**src/rtl/pp_pkg.sv**
```systemverilog
package pp_pkg;

    typedef enum logic [2:0] {
        PP_IDLE    = 3'd0,
        PP_SETUP   = 3'd1,
        PP_STROBE  = 3'd2,
        PP_HOLD    = 3'd3,
        PP_WAIT_HI = 3'd4,
        PP_WAIT_LO = 3'd5
    } pp_state_e;

    function automatic int unsigned pp_max4(input int unsigned a, input int unsigned b,
                                            input int unsigned c, input int unsigned d);
        int unsigned m;
        m = a;
        if (b > m) m = b;
        if (c > m) m = c;
        if (d > m) m = d;
        return m;
    endfunction

endpackage

```
**src/rtl/pp_busy_sync.sv**
```systemverilog
module pp_busy_sync #(
    parameter int STAGES = 2
) (
    input  logic clk,
    input  logic rst,
    input  logic async_i,
    output logic sync_o
);
    logic [STAGES-1:0] chain;

    genvar g;
    generate
        for (g = 0; g < STAGES; g++) begin : g_stage
            if (g == 0) begin : g_first
                always_ff @(posedge clk) begin
                    if (rst) chain[0] <= 1'b0;
                    else     chain[0] <= async_i;
                end
            end else begin : g_next
                always_ff @(posedge clk) begin
                    if (rst) chain[g] <= 1'b0;
                    else     chain[g] <= chain[g-1];
                end
            end
        end
    endgenerate

    assign sync_o = chain[STAGES-1];
endmodule

```
**src/rtl/pp_ctrl.sv**
```systemverilog
module pp_ctrl
    import pp_pkg::*;
#(
    parameter int SETUP_CYC   = 1,
    parameter int STROBE_CYC  = 4,
    parameter int HOLD_CYC    = 1,
    parameter int TIMEOUT_CYC = 1000
) (
    input  logic clk,
    input  logic rst,
    input  logic in_valid,
    input  logic busy_s,
    output logic ready,
    output logic load,
    output logic strobe_n,
    output logic timeout
);
    localparam int unsigned MAX_CNT = pp_max4(SETUP_CYC, STROBE_CYC, HOLD_CYC, TIMEOUT_CYC);
    localparam int CNT_W = $clog2(MAX_CNT + 1);

    pp_state_e state, state_n;
    logic [CNT_W-1:0] cnt, cnt_n;
    logic seen_q, seen_n;
    logic tmo_q, tmo_n;
    logic strobe_q;

    assign ready = (state == PP_IDLE) && !busy_s;
    assign load  = ready && in_valid;

    always_comb begin
        state_n = state;
        cnt_n   = cnt;
        seen_n  = seen_q;
        tmo_n   = tmo_q;
        if (busy_s && (state == PP_STROBE || state == PP_HOLD || state == PP_WAIT_HI))
            seen_n = 1'b1;
        case (state)
            PP_IDLE: begin
                if (load) begin
                    state_n = PP_SETUP;
                    cnt_n   = CNT_W'(SETUP_CYC - 1);
                    seen_n  = 1'b0;
                    tmo_n   = 1'b0;
                end
            end
            PP_SETUP: begin
                if (cnt == '0) begin
                    state_n = PP_STROBE;
                    cnt_n   = CNT_W'(STROBE_CYC - 1);
                end else cnt_n = cnt - 1'b1;
            end
            PP_STROBE: begin
                if (cnt == '0) begin
                    state_n = PP_HOLD;
                    cnt_n   = CNT_W'(HOLD_CYC - 1);
                end else cnt_n = cnt - 1'b1;
            end
            PP_HOLD: begin
                if (cnt == '0) begin
                    state_n = PP_WAIT_HI;
                    cnt_n   = CNT_W'(TIMEOUT_CYC - 1);
                end else cnt_n = cnt - 1'b1;
            end
            PP_WAIT_HI: begin
                if (seen_q || busy_s) begin
                    state_n = PP_WAIT_LO;
                end else if (cnt == '0) begin
                    state_n = PP_IDLE;
                    tmo_n   = 1'b1;
                end else cnt_n = cnt - 1'b1;
            end
            PP_WAIT_LO: begin
                if (!busy_s) state_n = PP_IDLE;
            end
            default: state_n = PP_IDLE;
        endcase
    end

    always_ff @(posedge clk) begin
        if (rst) begin
            state    <= PP_IDLE;
            cnt      <= '0;
            seen_q   <= 1'b0;
            tmo_q    <= 1'b0;
            strobe_q <= 1'b1;
        end else begin
            state    <= state_n;
            cnt      <= cnt_n;
            seen_q   <= seen_n;
            tmo_q    <= tmo_n;
            strobe_q <= (state_n != PP_STROBE);
        end
    end

    assign strobe_n = strobe_q;
    assign timeout  = tmo_q;
endmodule

```
**src/rtl/pp_data_hold.sv**
```systemverilog
module pp_data_hold #(
    parameter int DATA_W = 8
) (
    input  logic              clk,
    input  logic              rst,
    input  logic              load,
    input  logic [DATA_W-1:0] d_i,
    output logic [DATA_W-1:0] q_o
);
    always_ff @(posedge clk) begin
        if (rst)       q_o <= '0;
        else if (load) q_o <= d_i;
    end
endmodule

```
**src/rtl/strobe_printer_port.sv**
```systemverilog
module strobe_printer_port #(
    parameter int DATA_W      = 8,
    parameter int SETUP_CYC   = 1,
    parameter int STROBE_CYC  = 4,
    parameter int HOLD_CYC    = 1,
    parameter int TIMEOUT_CYC = 1000,
    parameter int SYNC_STAGES = 2
) (
    input  logic              clk,
    input  logic              rst,
    input  logic              in_valid,
    input  logic [DATA_W-1:0] in_data,
    output logic              in_ready,
    output logic [DATA_W-1:0] prn_data,
    output logic              prn_strobe_n,
    input  logic              prn_busy,
    output logic              timeout_flag
);
    logic busy_s;
    logic load;

    pp_busy_sync #(.STAGES(SYNC_STAGES)) i_sync (
        .clk(clk), .rst(rst), .async_i(prn_busy), .sync_o(busy_s)
    );

    pp_ctrl #(
        .SETUP_CYC(SETUP_CYC), .STROBE_CYC(STROBE_CYC),
        .HOLD_CYC(HOLD_CYC), .TIMEOUT_CYC(TIMEOUT_CYC)
    ) i_ctrl (
        .clk(clk), .rst(rst), .in_valid(in_valid), .busy_s(busy_s),
        .ready(in_ready), .load(load), .strobe_n(prn_strobe_n), .timeout(timeout_flag)
    );

    pp_data_hold #(.DATA_W(DATA_W)) i_hold (
        .clk(clk), .rst(rst), .load(load), .d_i(in_data), .q_o(prn_data)
    );
endmodule

```
**config.mk**
```make
export PLATFORM = sky130hd
export DESIGN_NAME = strobe_printer_port
export DESIGN_NICKNAME = d
export VERILOG_FILES = /design/src/rtl/pp_pkg.sv /design/src/rtl/pp_busy_sync.sv /design/src/rtl/pp_ctrl.sv /design/src/rtl/pp_data_hold.sv /design/src/rtl/strobe_printer_port.sv
export SDC_FILE = /design/constraint.sdc
export NUM_CORES = 1
export LEC_CHECK = 0
export ABC_AREA = 1
export BUFFER_PORTS_ARGS = -buffer_cell sky130_fd_sc_hd__buf_2
export CAP_MARGIN = 10
export CORE_MARGIN = 4
export CORE_UTILIZATION = 40
export CTS_CLUSTER_DIAMETER = 30
export DETAILED_ROUTE_END_ITERATION = 8
export GPL_ROUTABILITY_DRIVEN = 0
export GPL_TIMING_DRIVEN = 0
export PLACE_DENSITY = 0.69
export REMOVE_ABC_BUFFERS = 1
export SLEW_MARGIN = 20
export SYNTH_ARGS = -nofsm -noshare
export SYNTH_HDL_FRONTEND = slang
export SYNTH_SLANG_ARGS = --single-unit
```
**constraint.sdc**
```tcl
create_clock -name clk -period 1.9 [get_ports clk]
set_clock_uncertainty 0.05 [all_clocks]
set_input_delay 0.285 -clock clk [delete_from_list [all_inputs] [get_ports clk]]
set_output_delay 0.285 -clock clk [all_outputs]
set_load 0.005 [all_outputs]
```
# Word level (Yosys, flattened, before mapping)
# Cells that the tools add are included.
# word_totals
register_bits	26
latchBits	0
ramBits	0
rom_bits	0
inputBits	12
out_inout_bits	11
word_cells	54
memories	0
# classes
addsub	1
n_mul	0
div	0
n_lt_le_gt_ge	0
n_eq_ne	10
shift	0
muxes	22
bitwise_logic	0
n_reduce_logical	13
# ops
operator	count
10-bit two-way mux	6
10-bit one-hot mux with 5 select lines	1
3-bit two-way mux	7
3-bit one-hot mux with 6 select lines	1
10-bit zero test	1
10-bit by 1-bit subtractor with 10-bit output (second input constant)	1
4-bit AND reduction	2
3-bit by 2-bit == test with 1-bit output (second input constant)	2
3-bit == test (second input constant)	2
1-bit two-way mux	6
2-bit inequality test (second input constant)	3
5-bit nonzero test	1
3-bit by 1-bit == test with 1-bit output (second input constant)	1
1-bit logical AND	3
3-bit zero test	1
1-bit logical OR	3
3-bit by 2-bit inequality test with 1-bit output (second input constant)	1
2-bit by 1-bit inequality test with 1-bit output (second input constant)	1
1-bit one-hot mux with 2 select lines	1
2-bit nonzero test	1
1-bit zero test	1

# Logic depth before layout (Yosys ltp)
# Gate-level depths: netlist of run 1.
# logic_depth
depth_word	7
ltp_mapped	12
ltp_nobuf	12

# Hierarchy
# Synthesis of run 1 repeated with hierarchy kept, for this count alone.
# unflattened
hier_cells	240
hier_area_um2	1508.9
# by_module_without_submodules
module	n_inst	cells_each	area_each_um2	seq_area_each_um2
pp_ctrl	1	183	1112.3	320.3
pp_data_hold	1	51	341.6	160.2
pp_busy_sync	1	6	55.1	40.0

# Worst setup path after synthesis of run 1
# Ideal clock, no wire load.
# synth_timing
path_type	reg-to-reg
from	register i_ctrl.cnt[0]
to	register i_ctrl.cnt[0]
setup_time_ns	0.139
arrival_time_ns	1.264
required_ns	1.711
slack_ns	0.447
stages_incl_launch_ff	12
period_less_slack_ns	1.453
cell_sequence	dfxtp_1 > inv_1 > ha_1 > inv_1 > nor2_1 > nand3_2 > nand2_1 > nand2_2 > nand2_8 > inv_6 > nand2_1 > a21oi_2
# synth_via
elab_chain_cells	4
# synth_lines
element	line	rtl
start, declared	pp_ctrl.sv:22	logic [CNT_W-1:0] cnt, cnt_n;
start signal, assigned	pp_ctrl.sv:88	cnt <= cnt_n;
10-bit by 1-bit subtractor with 10-bit output	n/a	
10-bit two-way mux	pp_ctrl.sv:67	end else if (cnt == '0) begin
10-bit two-way mux	pp_ctrl.sv:65	if (seen_q || busy_s) begin
10-bit one-hot mux with 5 select lines	pp_ctrl.sv:37	case (state)
# Parallel ways exist; a longest one is shown, timed or not. The select of a mux whose other input is x is not followed.
# A chain may end at the register's enable or synchronous reset.

# Worst setup path after layout of run 1
# layout_timing
from	register i_ctrl.cnt[0]
to	register i_ctrl.cnt[1]
# Same word-level chain as after synthesis.

==> results of run 1 <==
-- power breakdown --
group	switching, mW	internal [mW]	total, mW	leakage [nW]
Sequential	0.126	0.690	0.816	0.213
Clock	0.184	0.282	0.466	0.0357
Combinational	1.25	0.717	1.97	0.655
Total	1.56	1.69	3.25	0.904
-- worst max-delay path, stage by stage, from the launching register on --
cell and delay (ns):
dfxtp_1 0.32, inv_1 0.13, ha_1 0.19, inv_1 0.06, nor2_1 0.15, nand3_2 0.13
nand2_1 0.09, nand2_2 0.09, nand2_8 0.12, inv_6 0.06, nand2_1 0.08, a21oi_2 0.05
-- layout make-up --
| cell class | count | share of cell area |
|---|---|---|
| clock buffers | 3 | 0.02339 |
| clock inverters | 1 | 0.01701 |
| inverters | 32 | 0.07158 |
| multi-input cells | 170 | 0.4883 |
| flip-flops and latches | 26 | 0.2948 |
| well taps | 48 | 0.03402 |
| repair buffers | 24 | 0.07087 |
-- through the flow --
stage	area, µm²	total power, mW	utilization
2_1_floorplan	1509	2.376	-
6_report	1765	3.248	0.4786
4_1_cts	1750	3.257	0.4746
3_3_place_gp	1679	2.757	0.4552
3_5_place_dp	1679	2.768	0.4552
5_1_grt	1765	3.618	0.4786
-- flip-flops by register name, indices dropped and copies added (netlist names) --
register and cells:
i_ctrl.seen_q 1, i_ctrl.cnt 10, i_ctrl.strobe_n 1, i_sync.chain 1
i_ctrl.state 3, i_ctrl.timeout 1, i_sync.sync_o 1, i_hold.q_o 8
-- cell usage after synthesis --
library cell | count | area share
dfxtp_1 | 26 | 0.34
nand3_2 | 2 | 0.013
a21oi_2 | 9 | 0.051
nand3b_1 | 1 | 0.0049
o211ai_2 | 1 | 0.0082
xor2_1 | 2 | 0.011
clkinv_2 | 1 | 0.0033
ha_1 | 2 | 0.016
and2_1 | 1 | 0.0041
o21ai_0 | 15 | 0.049
buf_4 | 1 | 0.0049
nor3_1 | 1 | 0.0033
nand2_8 | 1 | 0.013
inv_2 | 6 | 0.015
nand3_1 | 8 | 0.026
nor3_4 | 1 | 0.011
nor2_1 | 36 | 0.088
inv_1 | 24 | 0.059
nand2_1 | 69 | 0.17
nor2_4 | 3 | 0.022
buf_6 | 1 | 0.0074
nor4_1 | 1 | 0.0041
nor2_2 | 5 | 0.020
nand2_2 | 7 | 0.029
nand4_1 | 1 | 0.0041
a21oi_1 | 2 | 0.0065
inv_6 | 1 | 0.0057
buf_1 | 1 | 0.0024
a31oi_1 | 2 | 0.0082
-- final timing paths --
kind,start,end,slack (ns),cells past startpoint
worst max register to register,i_ctrl.cnt[0],i_ctrl.cnt[1],0.27,11
worst min register to register,i_sync.chain[0],i_sync.sync_o,0.36,2
worst min-delay path,prn_busy,i_sync.chain[0],0.16,3
worst max-delay path,i_ctrl.cnt[0],i_ctrl.cnt[1],0.27,11
-- placed cells by master, fill, tap and decap left out, drive strengths merged --
cell type	count
nand2	77
nor2	44
inv	31
dfxtp	26
buf	24
o21ai	15
a21oi	11
nand3	10
clkbuf	3
a31oi	2
xor2	2
ha	2
nor3	2
clkinv	1
o211ai	1
nand3b	1
nand4	1
nor4	1
and2	1
bufinv	1
-- layer usage --
| layer | vias to the layer above | track usage | wire [µm] |
|---|---|---|---|
| met5 | - | 0 | 0 |
| met4 | 0 | 0.04468 | 25 |
| met3 | 4 | 0.03453 | 178 |
| met2 | 30 | 0.2267 | 1435 |
| met1 | 645 | 0.1868 | 1600 |
| li1 | 762 | - | - |
-- kinds of logic after synthesis --
kind of cell | share of synthesized area
buffers and inverters | 0.09722
adders and majority gates | 0.01634
AOI/OAI and AO/OA | 0.1234
DFF | 0.3399
xor gates and xnor gates | 0.01144
and+or+nand+nor | 0.4118
-- what timing repair did --
| item | in CTS | in global routing |
|---|---|---|
| hold buffers | 0 | 0 |
| buffers inserted | 0 | 2 |
| endpoints found under the setup margin | 0 | 1 |
==> flow_summary.json, run 1 <==
{
  "path_class": "flip-flop to flip-flop",
  "slew_headroom": 0.7547,
  "crit_fanout": 10,
  "grt_overflow": 0,
  "drtIter0Drc": 51,
  "synth_warnings": 0,
  "io_buffers": 22,
  "insertion_delay_ns": 0.28,
  "path_clk_slew_ns": 0.09,
  "multiInputGateArea_um2": 862.1,
  "num_vias": 1441,
  "hold_slack_ns": 0.1588,
  "layout.area.seq_um2": 520.5,
  "yosysUniqueCellTypes": 29,
  "finalNetCount": 271,
  "hold_path.class": "input pin to flip-flop",
  "ant_nets": 0,
  "core-area_mm2": 0.003689,
  "cts_tree": "done",
  "cts.path.max_buffers": 2,
  "fmax_ghz": 0.6119,
  "dr.pass1.iters": 4,
  "ys_ff_latch": 26,
  "io-pin-count": 23,
  "chipWidth_um": 69.88,
  "start_util": 0.4152,
  "grt_usage": 0.1416,
  "avgRoutedWirePerCell_um": 10.66,
  "p_leak_nw": 0.9039,
  "cp.required_ns": 2.00,
  "fin_crit_sh": 0.8601,
  "synth-seq-area-share": 0.3399,
  "drive_above_1_share": 0.2539,
  "p_per_area_mw_per_mm2": 1840,
  "avgSynthCellArea_um2": 6.630,
  "via_per_inst": 4.740,
  "drv_cap": 0,
  "fin_crit_ns": 1.634,
  "hold_violations": 0,
  "grt_pass1_vias": 1328,
  "grt_pass1_wl_um": 5754,
  "cts_htree_levels": 1,
  "place_ws_ns": 0.1946,
  "root_buffer": "clkbuf_8",
  "layoutNonFillerInstCount": 304,
  "rsz0062_at_grt": "false",
  "place_inst": 298,
  "grt_max_degree": 16,
  "ir_drop_v": 0.0007217,
  "fin_ws_ns": 0.2657,
  "end_kind": "flip-flop",
  "ctsResizeCount": 0,
  "die_h_um": 69.88,
  "clock_sinks": 26,
  "slew_viol_final": 0,
  "syn_to_final_growth_pct": 15.28,
  "outcome": "finished, final reports clean",
  "netlist_area_mm2": 0.001531,
  "worst_ep_arrival_time_ns": 1.74,
  "antenna_cells": 0,
  "fillCellCount": 396,
  "fp-row-count": 22,
  "setup_viol": 0,
  "drc": 0,
  "numCtsBuffers": 3,
  "wl_um": 3240,
  "setup_tns_ns": 0,
  "synth_cells": 231,
  "antenna_found_initial": 0,
  "die-area_mm2": 0.004883,
  "tightest_slew_ns": 0.3680,
  "hpwl_um": 2341,
  "cp-start-kind": "flip-flop"
}
(Power assumes the default switching activity.)
==> run 2, diff against run 1 <==
CORE_UTILIZATION = 55   (was 40)
PLACE_DENSITY = 0.87   (was 0.69)
==> flow_summary.json, run 2 (synthesis gave the netlist of run 1 again) <==
{
  "antenna_found_initial": 0,
  "wl_um": 2992,
  "ctsResizeCount": 0,
  "top_regs": "i_ctrl.cnt: 10 flops, i_hold.q_o: 8 flops, i_ctrl.state: 3 flops",
  "io-pin-count": 23,
  "post-cts-setup-buffer-count": 0,
  "cts.path.max_buffers": 2,
  "worst_ep_arrival_time_ns": 1.87,
  "cp-start-kind": "flip-flop",
  "die_h_um": 60.77,
  "end_kind": "flip-flop",
  "hold_buffers": 0,
  "p_sw_mw": 1.536,
  "cts_htree_levels": 1,
  "avgRoutedWirePerCell_um": 10.54,
  "path_clk_slew_ns": 0.15,
  "io_buffers": 22,
  "setup_tns_ns": 0,
  "finalPower_mw": 3.138,
  "cts_tree": "done",
  "drv_cap": 0,
  "antenna_cells": 0,
  "largest_reg_flops": 10,
  "finalNetCount": 269,
  "layoutNonFillerInstCount": 284,
  "reg2reg_depth": 8,
  "drc": 0,
  "outcome": "finished, final reports clean",
  "grt_max_degree": 16,
  "seq_power_share": 0.258,
  "dr.pass1.iters": 4,
  "tightest_slew_ns": 0.4801,
  "fin_ws_ns": 0.2323,
  "switching_share": 0.4893,
  "internal_power_mw": 1.603,
  "num_vias": 1414,
  "ant_nets": 0,
  "fp-row-count": 18,
  "hold_path.class": "input pin to flip-flop",
  "min_path_cells": 3,
  "fmax_ghz": 0.5996,
  "hold_slack_ns": 0.08780,
  "timing.rr.start": "i_ctrl.state[0]",
  "p_leak_nw": 0.8862,
  "fin_crit_sh": 0.8778,
  "syn_to_final_growth_pct": 11.60,
  "setup_viol": 0,
  "comb_power_share": 0.618,
  "chipWidth_um": 60.77,
  "place_inst": 280,
  "hold_violations": 0,
  "crit_chain": "nor2_2, nand2_2, nor3_4, inv_2, nand2_1, a21oi_1, o21ai_0, inv_1",
  "p_per_area_mw_per_mm2": 1836,
  "grt_pass1_wl_um": 5085,
  "grt_usage": 0.1786,
  "cp.required_ns": 2.10,
  "die-area_mm2": 0.003693,
  "final_common_cell": "nand2_1",
  "fin_crit_ns": 1.668,
  "path_class": "flip-flop to flip-flop",
  "insertion_delay_ns": 0.33,
  "root_buffer": "clkbuf_4",
  "place_ws_ns": 0.2136,
  "layout_common_cells": "69 x nand2_1, 36 x nor2_1, 26 x dfxtp_1",
  "hpwl_um": 2223,
  "power_frac_clock": 0.123,
  "via_per_inst": 4.979,
  "numCtsBuffers": 3,
  "drtIter0Drc": 75,
  "grt_overflow": 0,
  "slew_headroom": 0.6789,
  "crit_fanout": 11,
  "core-area_mm2": 0.002567,
  "regMostFlops": "i_ctrl.cnt",
  "slowest_stage": "dfxtp_1",
  "ir_drop_v": 0.001636,
  "min_from": "prn_busy",
  "grt_pass1_vias": 1251,
  "slew_viol_final": 0,
  "slowest_delay_ns": 0.40,
  "whs_endpoint": "i_sync.chain[0]",
  "r2r_slack_ns": 0.23,
  "r2r_end": "i_ctrl.timeout",
  "rsz0062_at_grt": "false",
  "start_util": 0.5965,
  "drive_above_1_share": 0.2480,
  "clock_sinks": 26
}
-- run 2: cell types whose count changed in the layout (fill, tap and decap cells not counted), sizes merged --
| cell | delta |
|---|---|
| buf | -2 |
-- run 2: power groups by stage --
stage	logic (mW)	clock network [mW]	registers (mW)
global placement	1.90	0	0.817
detailed placement	1.92	0	0.819
floorplan	1.57	0	0.804
global route	2.20	0.427	0.830
CTS	1.94	0.399	0.808
finish	1.94	0.387	0.811
-- run 2: per-stage QoR --
stage                     instance area, µm²  utilization
after floorplan                         1509            -
after detailed placement                1657       0.6452
after global placement                  1657       0.6452
final                                   1709       0.6657
after global routing                    1709       0.6657
after CTS                               1709       0.6657
-- run 2: cell type report --
type                       instances  area, µm²
clock buffer                       3      22.52
clock inverter                     1      30.03
fill                             232      858.3
inverter                          32      126.4
multi-input combinational        170      862.1
sequential                        26      520.5
tap                               30      37.54
timing repair buffer              22      110.1
-- run 2: routing by layer --
metal / share of wire / track usage / up-vias / wire length, µm
li1: - / - / 758 / -
met4: 0.0077 / 0.04334 / 0 / 23
met1: 0.48 / 0.2211 / 621 / 1447
met3: 0.055 / 0.04681 / 4 / 166
met2: 0.45 / 0.3084 / 31 / 1354
met5: 0 / 0 / - / 0
-- run 2: how the worst max path moves through the flow --
stage,start,endpoint,slack [ns],depth (start not counted)
after detailed placement,i_ctrl.state[0],i_ctrl.timeout,0.21,8
after global placement,i_ctrl.state[0],i_ctrl.timeout,0.23,8
after floorplan,i_ctrl.cnt[0],i_ctrl.cnt[4],0.47,12
final,i_ctrl.state[0],i_ctrl.timeout,0.23,8
after global routing,i_ctrl.state[0],i_ctrl.timeout,0.09,8
after CTS,i_ctrl.state[0],i_ctrl.timeout,0.21,8
-- run 2: worst max-delay path: cells and delay by family (launching register included) --
kind | cells | cell delay [ns]
AND/OR/NAND/NOR | 4 | 0.79
buffers and inverters | 2 | 0.23
flip-flops | 1 | 0.40
AO/OA/AOI/OAI | 2 | 0.13
